==> config.mk <==
export PLATFORM = sky130hd
export DESIGN_NAME = range_normalizer
export DESIGN_NICKNAME = d
export VERILOG_FILES = /design/src/rtl/norm_pkg.sv /design/src/rtl/frame_store.sv /design/src/rtl/extreme_tracker.sv /design/src/rtl/seq_divider.sv /design/src/rtl/range_normalizer.sv
export SDC_FILE = /design/constraint.sdc
export NUM_CORES = 1
export LEC_CHECK = 0
export BUFFER_PORTS_ARGS = -buffer_cell sky130_fd_sc_hd__clkbuf_2
export CAP_MARGIN = 20
export CORE_MARGIN = 2
export CORE_UTILIZATION = 55
export DETAILED_ROUTE_END_ITERATION = 7
export GPL_TIMING_DRIVEN = 0
export PLACE_DENSITY_LB_ADDON = 0.12
export SLEW_MARGIN = 20
export SYNTH_ARGS = -nofsm -noshare
export SYNTH_HDL_FRONTEND = slang
export SYNTH_SLANG_ARGS = --single-unit
==> constraint.sdc <==
create_clock -name clk -period 9.8 [get_ports clk]
set_input_delay 0.98 -clock clk [delete_from_list [all_inputs] [get_ports clk]]
set_output_delay 0.98 -clock clk [all_outputs]
set_load 0.01 [all_outputs]
==> src/rtl/norm_pkg.sv <==
package norm_pkg;
   typedef enum logic [1:0] {
      ST_COLLECT = 2'd0,
      ST_LOAD    = 2'd1,
      ST_DIVIDE  = 2'd2,
      ST_EMIT    = 2'd3
   } norm_state_e;
endpackage

==> src/rtl/frame_store.sv <==
module frame_store #(
   parameter int W     = 12,
   parameter int DEPTH = 64,
   localparam int AW   = (DEPTH > 1) ? $clog2(DEPTH) : 1
) (
   input  logic          clk,
   input  logic          we,
   input  logic [AW-1:0] waddr,
   input  logic [W-1:0]  wdata,
   input  logic [AW-1:0] raddr,
   output logic [W-1:0]  rdata
);
   logic [W-1:0] mem_q [DEPTH];

   always_ff @(posedge clk) begin
      if (we) mem_q[waddr] <= wdata;
   end

   assign rdata = mem_q[raddr];
endmodule

==> src/rtl/extreme_tracker.sv <==
module extreme_tracker #(
   parameter int W = 12
) (
   input  logic         clk,
   input  logic         rst_n,
   input  logic         clr,
   input  logic         upd,
   input  logic [W-1:0] sample,
   output logic [W-1:0] min_o,
   output logic [W-1:0] max_o
);
   logic [W-1:0] min_q, max_q;

   always_ff @(posedge clk or negedge rst_n) begin
      if (!rst_n) begin
         min_q <= '1;
         max_q <= '0;
      end else if (clr) begin
         min_q <= '1;
         max_q <= '0;
      end else if (upd) begin
         if (sample < min_q) min_q <= sample;
         if (sample > max_q) max_q <= sample;
      end
   end

   assign min_o = min_q;
   assign max_o = max_q;
endmodule

==> src/rtl/seq_divider.sv <==
module seq_divider #(
   parameter int NUM_W  = 20,
   parameter int DEN_W  = 12,
   parameter int QOUT_W = 8,
   localparam int CNT_W = $clog2(NUM_W + 1)
) (
   input  logic              clk,
   input  logic              rst_n,
   input  logic              start,
   input  logic [NUM_W-1:0]  num,
   input  logic [DEN_W-1:0]  den,
   output logic              done,
   output logic [QOUT_W-1:0] quot
);
   logic [DEN_W-1:0] rem_q, den_q;
   logic [NUM_W-1:0] quo_q;
   logic [CNT_W-1:0] cnt_q;
   logic             busy_q, done_q;
   logic [DEN_W:0]   shifted, trial;
   logic             fits;

   always_comb begin
      shifted = {rem_q, quo_q[NUM_W-1]};
      trial   = shifted - {1'b0, den_q};
      fits    = shifted >= {1'b0, den_q};
   end

   always_ff @(posedge clk or negedge rst_n) begin
      if (!rst_n) begin
         rem_q  <= '0;
         den_q  <= '0;
         quo_q  <= '0;
         cnt_q  <= '0;
         busy_q <= 1'b0;
         done_q <= 1'b0;
      end else if (start) begin
         rem_q  <= '0;
         den_q  <= den;
         quo_q  <= num;
         cnt_q  <= CNT_W'(NUM_W);
         busy_q <= 1'b1;
         done_q <= 1'b0;
      end else if (busy_q) begin
         rem_q <= fits ? trial[DEN_W-1:0] : shifted[DEN_W-1:0];
         quo_q <= {quo_q[NUM_W-2:0], fits};
         cnt_q <= cnt_q - CNT_W'(1);
         if (cnt_q == CNT_W'(1)) begin
            busy_q <= 1'b0;
            done_q <= 1'b1;
         end
      end else begin
         done_q <= 1'b0;
      end
   end

   assign done = done_q;
   assign quot = quo_q[QOUT_W-1:0];
endmodule

==> src/rtl/range_normalizer.sv <==
module range_normalizer
   import norm_pkg::*;
#(
   parameter int DATA_W = 12,
   parameter int DEPTH  = 64,
   parameter int OUT_W  = 8
) (
   input  logic              clk,
   input  logic              rst_n,
   input  logic              in_valid,
   output logic              in_ready,
   input  logic [DATA_W-1:0] in_data,
   input  logic              in_last,
   output logic              out_valid,
   input  logic              out_ready,
   output logic [OUT_W-1:0]  out_data,
   output logic              out_last,
   output logic              overflow
);
   localparam int AW      = (DEPTH > 1) ? $clog2(DEPTH) : 1;
   localparam int CW      = $clog2(DEPTH + 1);
   localparam int NUM_W   = DATA_W + OUT_W;
   localparam int OUT_MAX = (1 << OUT_W) - 1;

   generate
      if (DATA_W < 2) begin : g_bad_width
         $fatal(1, "DATA_W must be at least 2");
      end
      if (DEPTH < 2) begin : g_bad_depth
         $fatal(1, "DEPTH must be at least 2");
      end
      if (OUT_W < 1 || OUT_W > 16) begin : g_bad_out
         $fatal(1, "OUT_W must lie in 1..16");
      end
   endgenerate

   norm_state_e       state_q;
   logic [CW-1:0]     wr_cnt_q;
   logic [AW-1:0]     rd_idx_q;
   logic [OUT_W-1:0]  res_q;
   logic              ovf_q;

   logic              accept, room, store_en, is_last, frame_done;
   logic [DATA_W-1:0] rd_data, min_v, max_v, span, diff;
   logic [NUM_W-1:0]  scaled;
   logic              div_start, div_done;
   logic [OUT_W-1:0]  div_quot;

   assign in_ready   = (state_q == ST_COLLECT);
   assign accept     = in_valid && in_ready;
   assign room       = (wr_cnt_q < CW'(DEPTH));
   assign store_en   = accept && room;
   assign is_last    = ((CW'(rd_idx_q) + CW'(1)) == wr_cnt_q);
   assign frame_done = (state_q == ST_EMIT) && out_ready && is_last;

   frame_store #(.W(DATA_W), .DEPTH(DEPTH)) u_store (
      .clk   (clk),
      .we    (store_en),
      .waddr (AW'(wr_cnt_q)),
      .wdata (in_data),
      .raddr (rd_idx_q),
      .rdata (rd_data)
   );

   extreme_tracker #(.W(DATA_W)) u_track (
      .clk    (clk),
      .rst_n  (rst_n),
      .clr    (frame_done),
      .upd    (store_en),
      .sample (in_data),
      .min_o  (min_v),
      .max_o  (max_v)
   );

   assign span      = max_v - min_v;
   assign diff      = rd_data - min_v;
   assign scaled    = NUM_W'(diff) * NUM_W'(OUT_MAX);
   assign div_start = (state_q == ST_LOAD) && (span != '0);

   seq_divider #(.NUM_W(NUM_W), .DEN_W(DATA_W), .QOUT_W(OUT_W)) u_div (
      .clk   (clk),
      .rst_n (rst_n),
      .start (div_start),
      .num   (scaled),
      .den   (span),
      .done  (div_done),
      .quot  (div_quot)
   );

   always_ff @(posedge clk or negedge rst_n) begin
      if (!rst_n) begin
         state_q  <= ST_COLLECT;
         wr_cnt_q <= '0;
         rd_idx_q <= '0;
         res_q    <= '0;
         ovf_q    <= 1'b0;
      end else begin
         case (state_q)
            ST_COLLECT: begin
               if (accept) begin
                  if (wr_cnt_q == '0) ovf_q <= 1'b0;
                  if (room) wr_cnt_q <= wr_cnt_q + CW'(1);
                  else      ovf_q    <= 1'b1;
                  if (in_last) begin
                     rd_idx_q <= '0;
                     state_q  <= ST_LOAD;
                  end
               end
            end
            ST_LOAD: begin
               if (span == '0) begin
                  res_q   <= '0;
                  state_q <= ST_EMIT;
               end else begin
                  state_q <= ST_DIVIDE;
               end
            end
            ST_DIVIDE: begin
               if (div_done) begin
                  res_q   <= div_quot;
                  state_q <= ST_EMIT;
               end
            end
            ST_EMIT: begin
               if (out_ready) begin
                  if (is_last) begin
                     wr_cnt_q <= '0;
                     state_q  <= ST_COLLECT;
                  end else begin
                     rd_idx_q <= rd_idx_q + AW'(1);
                     state_q  <= ST_LOAD;
                  end
               end
            end
            default: state_q <= ST_COLLECT;
         endcase
      end
   end

   assign out_valid = (state_q == ST_EMIT);
   assign out_data  = res_q;
   assign out_last  = out_valid && is_last;
   assign overflow  = ovf_q;
endmodule

==> results by group, run 1 <==
Floorplan
  • Core footprint: 70000 um^2
  • # rows: 97
  • Die area: 72800 um^2
  • Io pins: 29
  • Starting density of the core: 0.555
  • Die Height: 270 um
  • Die Wd: 270 um

Logic synthesis
  • Yosys top cell by area: edfxtp_1
  • Post-synthesis sequential area ratio: 0.658
  • Synth area leaders: edfxtp_1 59%, mux4_2 14%, dfrtp_1 5.6%
  • Post-Syn Nets: 2385
  • Synth Instances: 2214
  • Top FF cell, synth: edfxtp_1
  • Avg Inst Size Synth: 17.5 um^2
  • Top cell type's share of synthesized area: 0.594
  • Share of synthesized registers carrying an async set or reset: 0.114
  • Synthesized flop and latch total: 867
  • EDFF count, synth: 768
  • Number of warnings issued by yosys: 0
  • Library cells used by synthesis: 74
  • Mapped Area: 38900 um^2

Setup path
  • Crit-path slowest cell: buf_1
  • CP arrival: 9.90 ns
  • CP peak stage delay: 0.62 ns
  • Crit-path max FO: 10
  • Reg-to-reg endpoint: u_div.quo_q[19]$_DFFE_PN0P_
  • CP required: 10.28 ns
  • Reg2reg setup slack: 0.39 ns
  • Startpoint Class: register
  • Critical Path End Type: register
  • Critical path class: register to register
  • R2R depth: 28
  • FF-to-FF Start: rd_idx_q[1]$_DFFE_PN0P_
  • Crit. Startpoint: rd_idx_q[1]$_DFFE_PN0P_
  • Crit path to: u_div.quo_q[19]$_DFFE_PN0P_

Timing
  • Worst slew pin tran: 1.08 ns
  • Final setup viols: 0
  • Minimum clock period: 9.41 ns
  • Hold Fails Final Rpt: 0
  • Unrepaired setup endpoints after global routing: no
  • Fmax: 106 MHz
  • Fin crit share: 0.961
  • Slew Limit Fails: 0
  • Worst Skew: 0.0518 ns
  • Slew HR: 0.283

Routing
  • Detailed Route WL: 90400 um
  • DRC Markers: 1
  • Initial DRC Count: 2288
  • Drt pass-1 iters: 8
  • Vias post-DR: 20.9k
  • Post-route ant nets: 0
  • Vias per cell: 6.24
  • Wire length per cell: 27.0 um

Place
  • DP Wirelength: 60800 um
  • GP Congestion: 0.878
  • I/O Buffers: 28
  • Placed insts: 3190

CTS
  • Longest Clk Path Bufs: 3
  • CTS buffer count: 88
  • Post-CTS Setup Repair Bufs: 0
  • Root Buffer: clkbuf_16
  • Clock latency on the worst-skew pair: 0.65 ns
  • Hold_buf cts: 0
  • CTS sink count: 867
  • CTS tree: done
  • Clock-pin slew on the worst setup and hold paths: 0.06 ns
  • H-tree level count: 3

Global route
  • Met1 Track Usage GR: 0.351
  • Total grt overflow: 0
  • Antenna violations before repair: 2
  • Largest net degree at the start of global routing: 71
  • GR Layer Usage met3: 0.0434
  • GR Util All Layers: 0.254
  • GR Util met2: 0.419
  • First-pass GRT wire length: 137000 um
  • Busiest grt layer: met2
  • Vias in the first global route: 21.0k

Run
  • MaxCap Viol Count: 0

Cells and area
  • Area grow syn2layout: 11.4%
  • Multi-input gate area: 12500 um^2
  • Register area: 25600 um^2
  • Net count, final: 2513
  • Post-Layout Cell Count: 3354
  • Fillers: 5076
  • Share of cells above drive strength 1: 0.221

Run status
  • Status: finished with violations
  • Failing checks: DRC

Min path
  • Worst hold-check path type: primary input to asynchronous set/reset pin
==> worst max-delay path: cells and delay by family (launching register included) <==
family	cells	cell delay [ns]
fa+ha+maj	6	2.41
mux	3	1.54
xor+xnor	3	0.73
simple gates	3	0.55
compound gates	8	1.85
flops	1	0.49
buf+inv	5	1.64
==> metal layers <==
layer | wire [um] | vias up
li1 | - | 9053
met1 | 37300 | 11000
met2 | 44900 | 721
met3 | 5640 | 169
met4 | 2580 | 2
met5 | 16 | -
==> state kept, by name, summed over array words and instances, names as in the netlist, 7 cells and up <==
register	flops
wr_cnt_q	7
out_data	8
u_div.rem_q	12
u_track.min_o	12
u_div.quo_q	20
u_div.den_q	12
u_store.mem_q	768
u_track.max_o	12
==> through the flow <==
step                hold slack [ns]  instance area (um^2)  worst slack, ns   util  TNS (ns)
floorplan                     0.485                 38900             1.86      -         0
global placement              0.494                 40200           -0.167  0.574    -0.167
detailed placement            0.521                 40500           -0.229  0.578    -0.290
CTS                           0.219                 43200           0.0228  0.617         0
global route                  0.225                 43300           0.0210  0.618         0
finish                        0.234                 43300            0.386  0.618         0
==> cells in the mapped netlist (all sizes together) (16+ instances only) <==
cell    count
o211ai     26
nand3      20
o21ai      51
a211oi     27
xor2       40
clkbuf     52
inv       131
nor2      143
edfxtp    768
ha        124
nand2b     16
nor3       19
nand2      52
fa         30
mux4      251
mux2i      44
a21o       30
buf        44
dfrtp      87
xnor2      44
a21oi      53
==> layout make-up <==
class	count	area share
Antenna cell	1	0.0000578
Buffer	96	0.0105
Clock buffer	118	0.0545
Clock inverter	43	0.00879
Inverter	134	0.0116
Multi-Input combinational cell	1117	0.290
Sequential cell	867	0.591
Tap cell	940	0.0272
Timing Repair Buffer	38	0.00703
==> kinds of logic after synthesis <==
kind of cell	synth area share
AOI/OAI and AO/OA	0.0461
muxes	0.158
buffers and inverters	0.0237
and+or+nand+nor	0.0383
adders and majority gates	0.0556
xor gates and xnor gates	0.0205
DFF	0.658
==> placed cells by master, fill, tap and decap left out, types with 20 or more instances in the layout <==
master     instances
nand3_1           20
edfxtp_1         768
mux2i_1           44
nand2_1           52
clkbuf_16         89
fa_1              30
buf_2             27
mux4_2           244
a211oi_1          27
nor2_1            84
xnor2_1           42
o21ai_0           46
clkbuf_1          74
ha_1             124
a21oi_1           51
dfrtp_1           87
clkbuf_2          23
a21o_1            30
o211ai_1          26
nor2_2            59
inv_1            130
xor2_1            38
==> repair_timing <==
item | in CTS | in global routing
pin swaps | 0 | 0
gates cloned | 0 | 0
hold endpoints to repair | 0 | 0
setup endpoints to repair | 3 | 6
resized for setup | 10 | 8
==> how the worst min path moves through the flow <==
| stage | from | end | cells past startpoint |
|---|---|---|---|
| 6_report | rst_n | u_div.rem_q[5]$_DFFE_PN0P_ | 1 |
| 5_1_grt | rst_n | u_div.rem_q[6]$_DFFE_PN0P_ | 1 |
| 4_1_cts | rst_n | u_div.rem_q[5]$_DFFE_PN0P_ | 1 |
| 3_5_place_dp | u_div.den_q[11]$_DFFE_PN0P_ | u_div.den_q[11]$_DFFE_PN0P_ | 2 |
| 3_3_place_gp | overflow$_DFFE_PN0P_ | overflow$_DFFE_PN0P_ | 2 |
| 2_1_floorplan | u_div.cnt_q[4]$_DFFE_PN0P_ | u_div.cnt_q[4]$_DFFE_PN0P_ | 2 |
Power of run 1 is left out: the tool's default activity adds up to more than one toggle a clock period on the data nets, which glitch-free logic cannot reach.
==> inputs of run 2 (changes only) <==
--- a/config.mk
+++ b/config.mk
@@ -7,8 +7,10 @@
 export LEC_CHECK = 0
 export BUFFER_PORTS_ARGS = -buffer_cell sky130_fd_sc_hd__clkbuf_2
 export CAP_MARGIN = 20
+export CORE_ASPECT_RATIO = 1.1
 export CORE_MARGIN = 2
 export CORE_UTILIZATION = 55
+export CTS_BUF_LIST = sky130_fd_sc_hd__clkbuf_16
 export DETAILED_ROUTE_END_ITERATION = 7
 export GPL_TIMING_DRIVEN = 0
 export PLACE_DENSITY_LB_ADDON = 0.12
==> run 2 against run 1 <==
Utilization decreased by 0.14 points. Register-to-register slack improved by 0.095 ns. Global-route usage barely moved. The run now ends clean.
==> results by group, run 2 (synthesized netlist as in run 1, its figures left out) <==
Global route
  • GR Util All Layers: 0.254
  • Vias in the first global route: 21.4k
  • Total grt overflow: 0
  • Largest net degree at the start of global routing: 89
  • First-pass GRT wire length: 135000 um
  • Antenna violations before repair: 2

Run status
  • Status: finished clean

Place
  • DP Wirelength: 61000 um
  • Placed insts: 3182
  • I/O Buffers: 28
  • GP Congestion: 0.881
  • Placed Area: 40400 um^2

Cells and area
  • Most common cell after layout, fill and taps aside: edfxtp_1
  • Post-Layout Cell Count: 3338
  • Finished Core Util: 0.616
  • Area grow syn2layout: 11.4%
  • Share of cells above drive strength 1: 0.226
  • Most frequent cells in the layout: 768 x edfxtp_1, 244 x mux4_2, 147 x inv_1, 124 x ha_1, 88 x clkbuf_16
  • Flip-flop count of the largest register after layout: 768
  • Top reg by flops: u_store.mem_q
  • Diodes inserted: 0
  • Post-route cell area: 43300 um^2
  • Net count, final: 2505
  • Largest regs: u_store.mem_q x768, u_div.quo_q x20

Timing
  • Hold Fails Final Rpt: 0
  • Worst slew pin tran: 1.09 ns
  • Fmax: 107 MHz
  • Slew HR: 0.276
  • Unrepaired setup endpoints after global routing: no
  • Final setup viols: 0
  • Setup TNS: 0 ns
  • Worst Skew: 0.0228 ns
  • Minimum clock period: 9.32 ns
  • Slew Limit Fails: 0
  • Fin crit share: 0.951

Floorplan
  • # rows: 102
  • Starting density of the core: 0.554
  • Die Wd: 257 um
  • Die area: 72800 um^2
  • Die Height: 283 um
  • Io pins: 29
  • Core footprint: 70200 um^2

CTS
  • CTS buffer count: 86
  • Longest Clk Path Bufs: 3
  • Clock-pin slew on the worst setup and hold paths: 0.06 ns
  • CTS sink count: 867
  • Clock latency on the worst-skew pair: 0.64 ns
  • Hold_buf cts: 0
  • CTS tree: done
  • H-tree level count: 3
  • Root Buffer: clkbuf_16

Setup path
  • CP required: 10.30 ns
  • Crit-path max FO: 10
  • CP arrival: 9.82 ns
  • CP peak stage delay: 0.62 ns
  • Startpoint Class: register
  • Critical path class: register to register
  • Critical Path End Type: register
  • R2R depth: 28
  • Crit-path slowest cell: clkbuf_1

Routing
  • Wire length per cell: 27.0 um
  • Detailed Route WL: 90200 um
  • Vias per cell: 6.24
  • DRC Markers: 0
  • Initial DRC Count: 2282
  • Post-route ant nets: 0
  • Vias post-DR: 20.8k
  • Drt pass-1 iters: 7

Min path
  • Worst hold-check path type: primary input to asynchronous set/reset pin

Run
  • MaxCap Viol Count: 0
[run 2: per-stage QoR]
stage / worst slack [ns] / hold slack, ns
final: 0.481 / 0.170
after global routing: 0.000957 / 0.156
after CTS: 0.0764 / 0.137
after detailed placement: -0.173 / 0.483
after global placement: -0.147 / 0.494
after floorplan: 1.86 / 0.485
[run 2: layer usage]
metal	wire (um)	share of wire	up-vias	global-route usage
met5	25	0.00028	-	0
met4	3110	0.034	4	0.0910
met3	5060	0.056	186	0.0337
met2	45400	0.50	729	0.434
met1	36500	0.41	10900	0.339
li1	-	-	9003	-
[run 2: timing repair]
action,4_1_cts,5_1_grt
buffers inserted,0,0
setup endpoints to repair,2,4
endpoints found under the hold margin,0,0
pin swaps,0,0
gates resized for setup,5,21
[run 2: cell type report]
cell class / instances / area, um^2
Fill cell: 5053 / 26900
Sequential cell: 867 / 25600
Clock inverter: 68 / 562
Multi-Input combinational cell: 1117 / 12600
Buffer: 95 / 453
Clock buffer: 88 / 2200
Tap cell: 936 / 1170
Timing Repair Buffer: 33 / 269
Inverter: 134 / 503
[run 2: critical path, delay by kind of cell, from the launching register on]
kind / cells / cell delay, ns
buf+inv: 5 / 1.63
mux: 3 / 1.48
flops: 1 / 0.49
xor+xnor: 3 / 0.73
simple gates: 3 / 0.56
fa+ha+maj: 6 / 2.43
compound gates: 8 / 1.84
[run 2: final timing paths]
| check | start | endpoint | slack (ns) |
|---|---|---|---|
| worst max-delay path | rd_idx_q[1]$_DFFE_PN0P_ | u_div.quo_q[19]$_DFFE_PN0P_ | 0.48 |
| worst min-delay path | rst_n | u_div.rem_q[2]$_DFFE_PN0P_ | 0.17 |
| worst max register to register | rd_idx_q[1]$_DFFE_PN0P_ | u_div.quo_q[19]$_DFFE_PN0P_ | 0.48 |
| worst min register to register | overflow$_DFFE_PN0P_ | overflow$_DFFE_PN0P_ | 0.51 |
| max in group asynchronous | rst_n | u_track.min_o[1]$_DFFE_PN1P_ | 8.93 |
| min in group clk | overflow$_DFFE_PN0P_ | overflow$_DFFE_PN0P_ | 0.51 |
Power of run 2 is left out for the same reason.
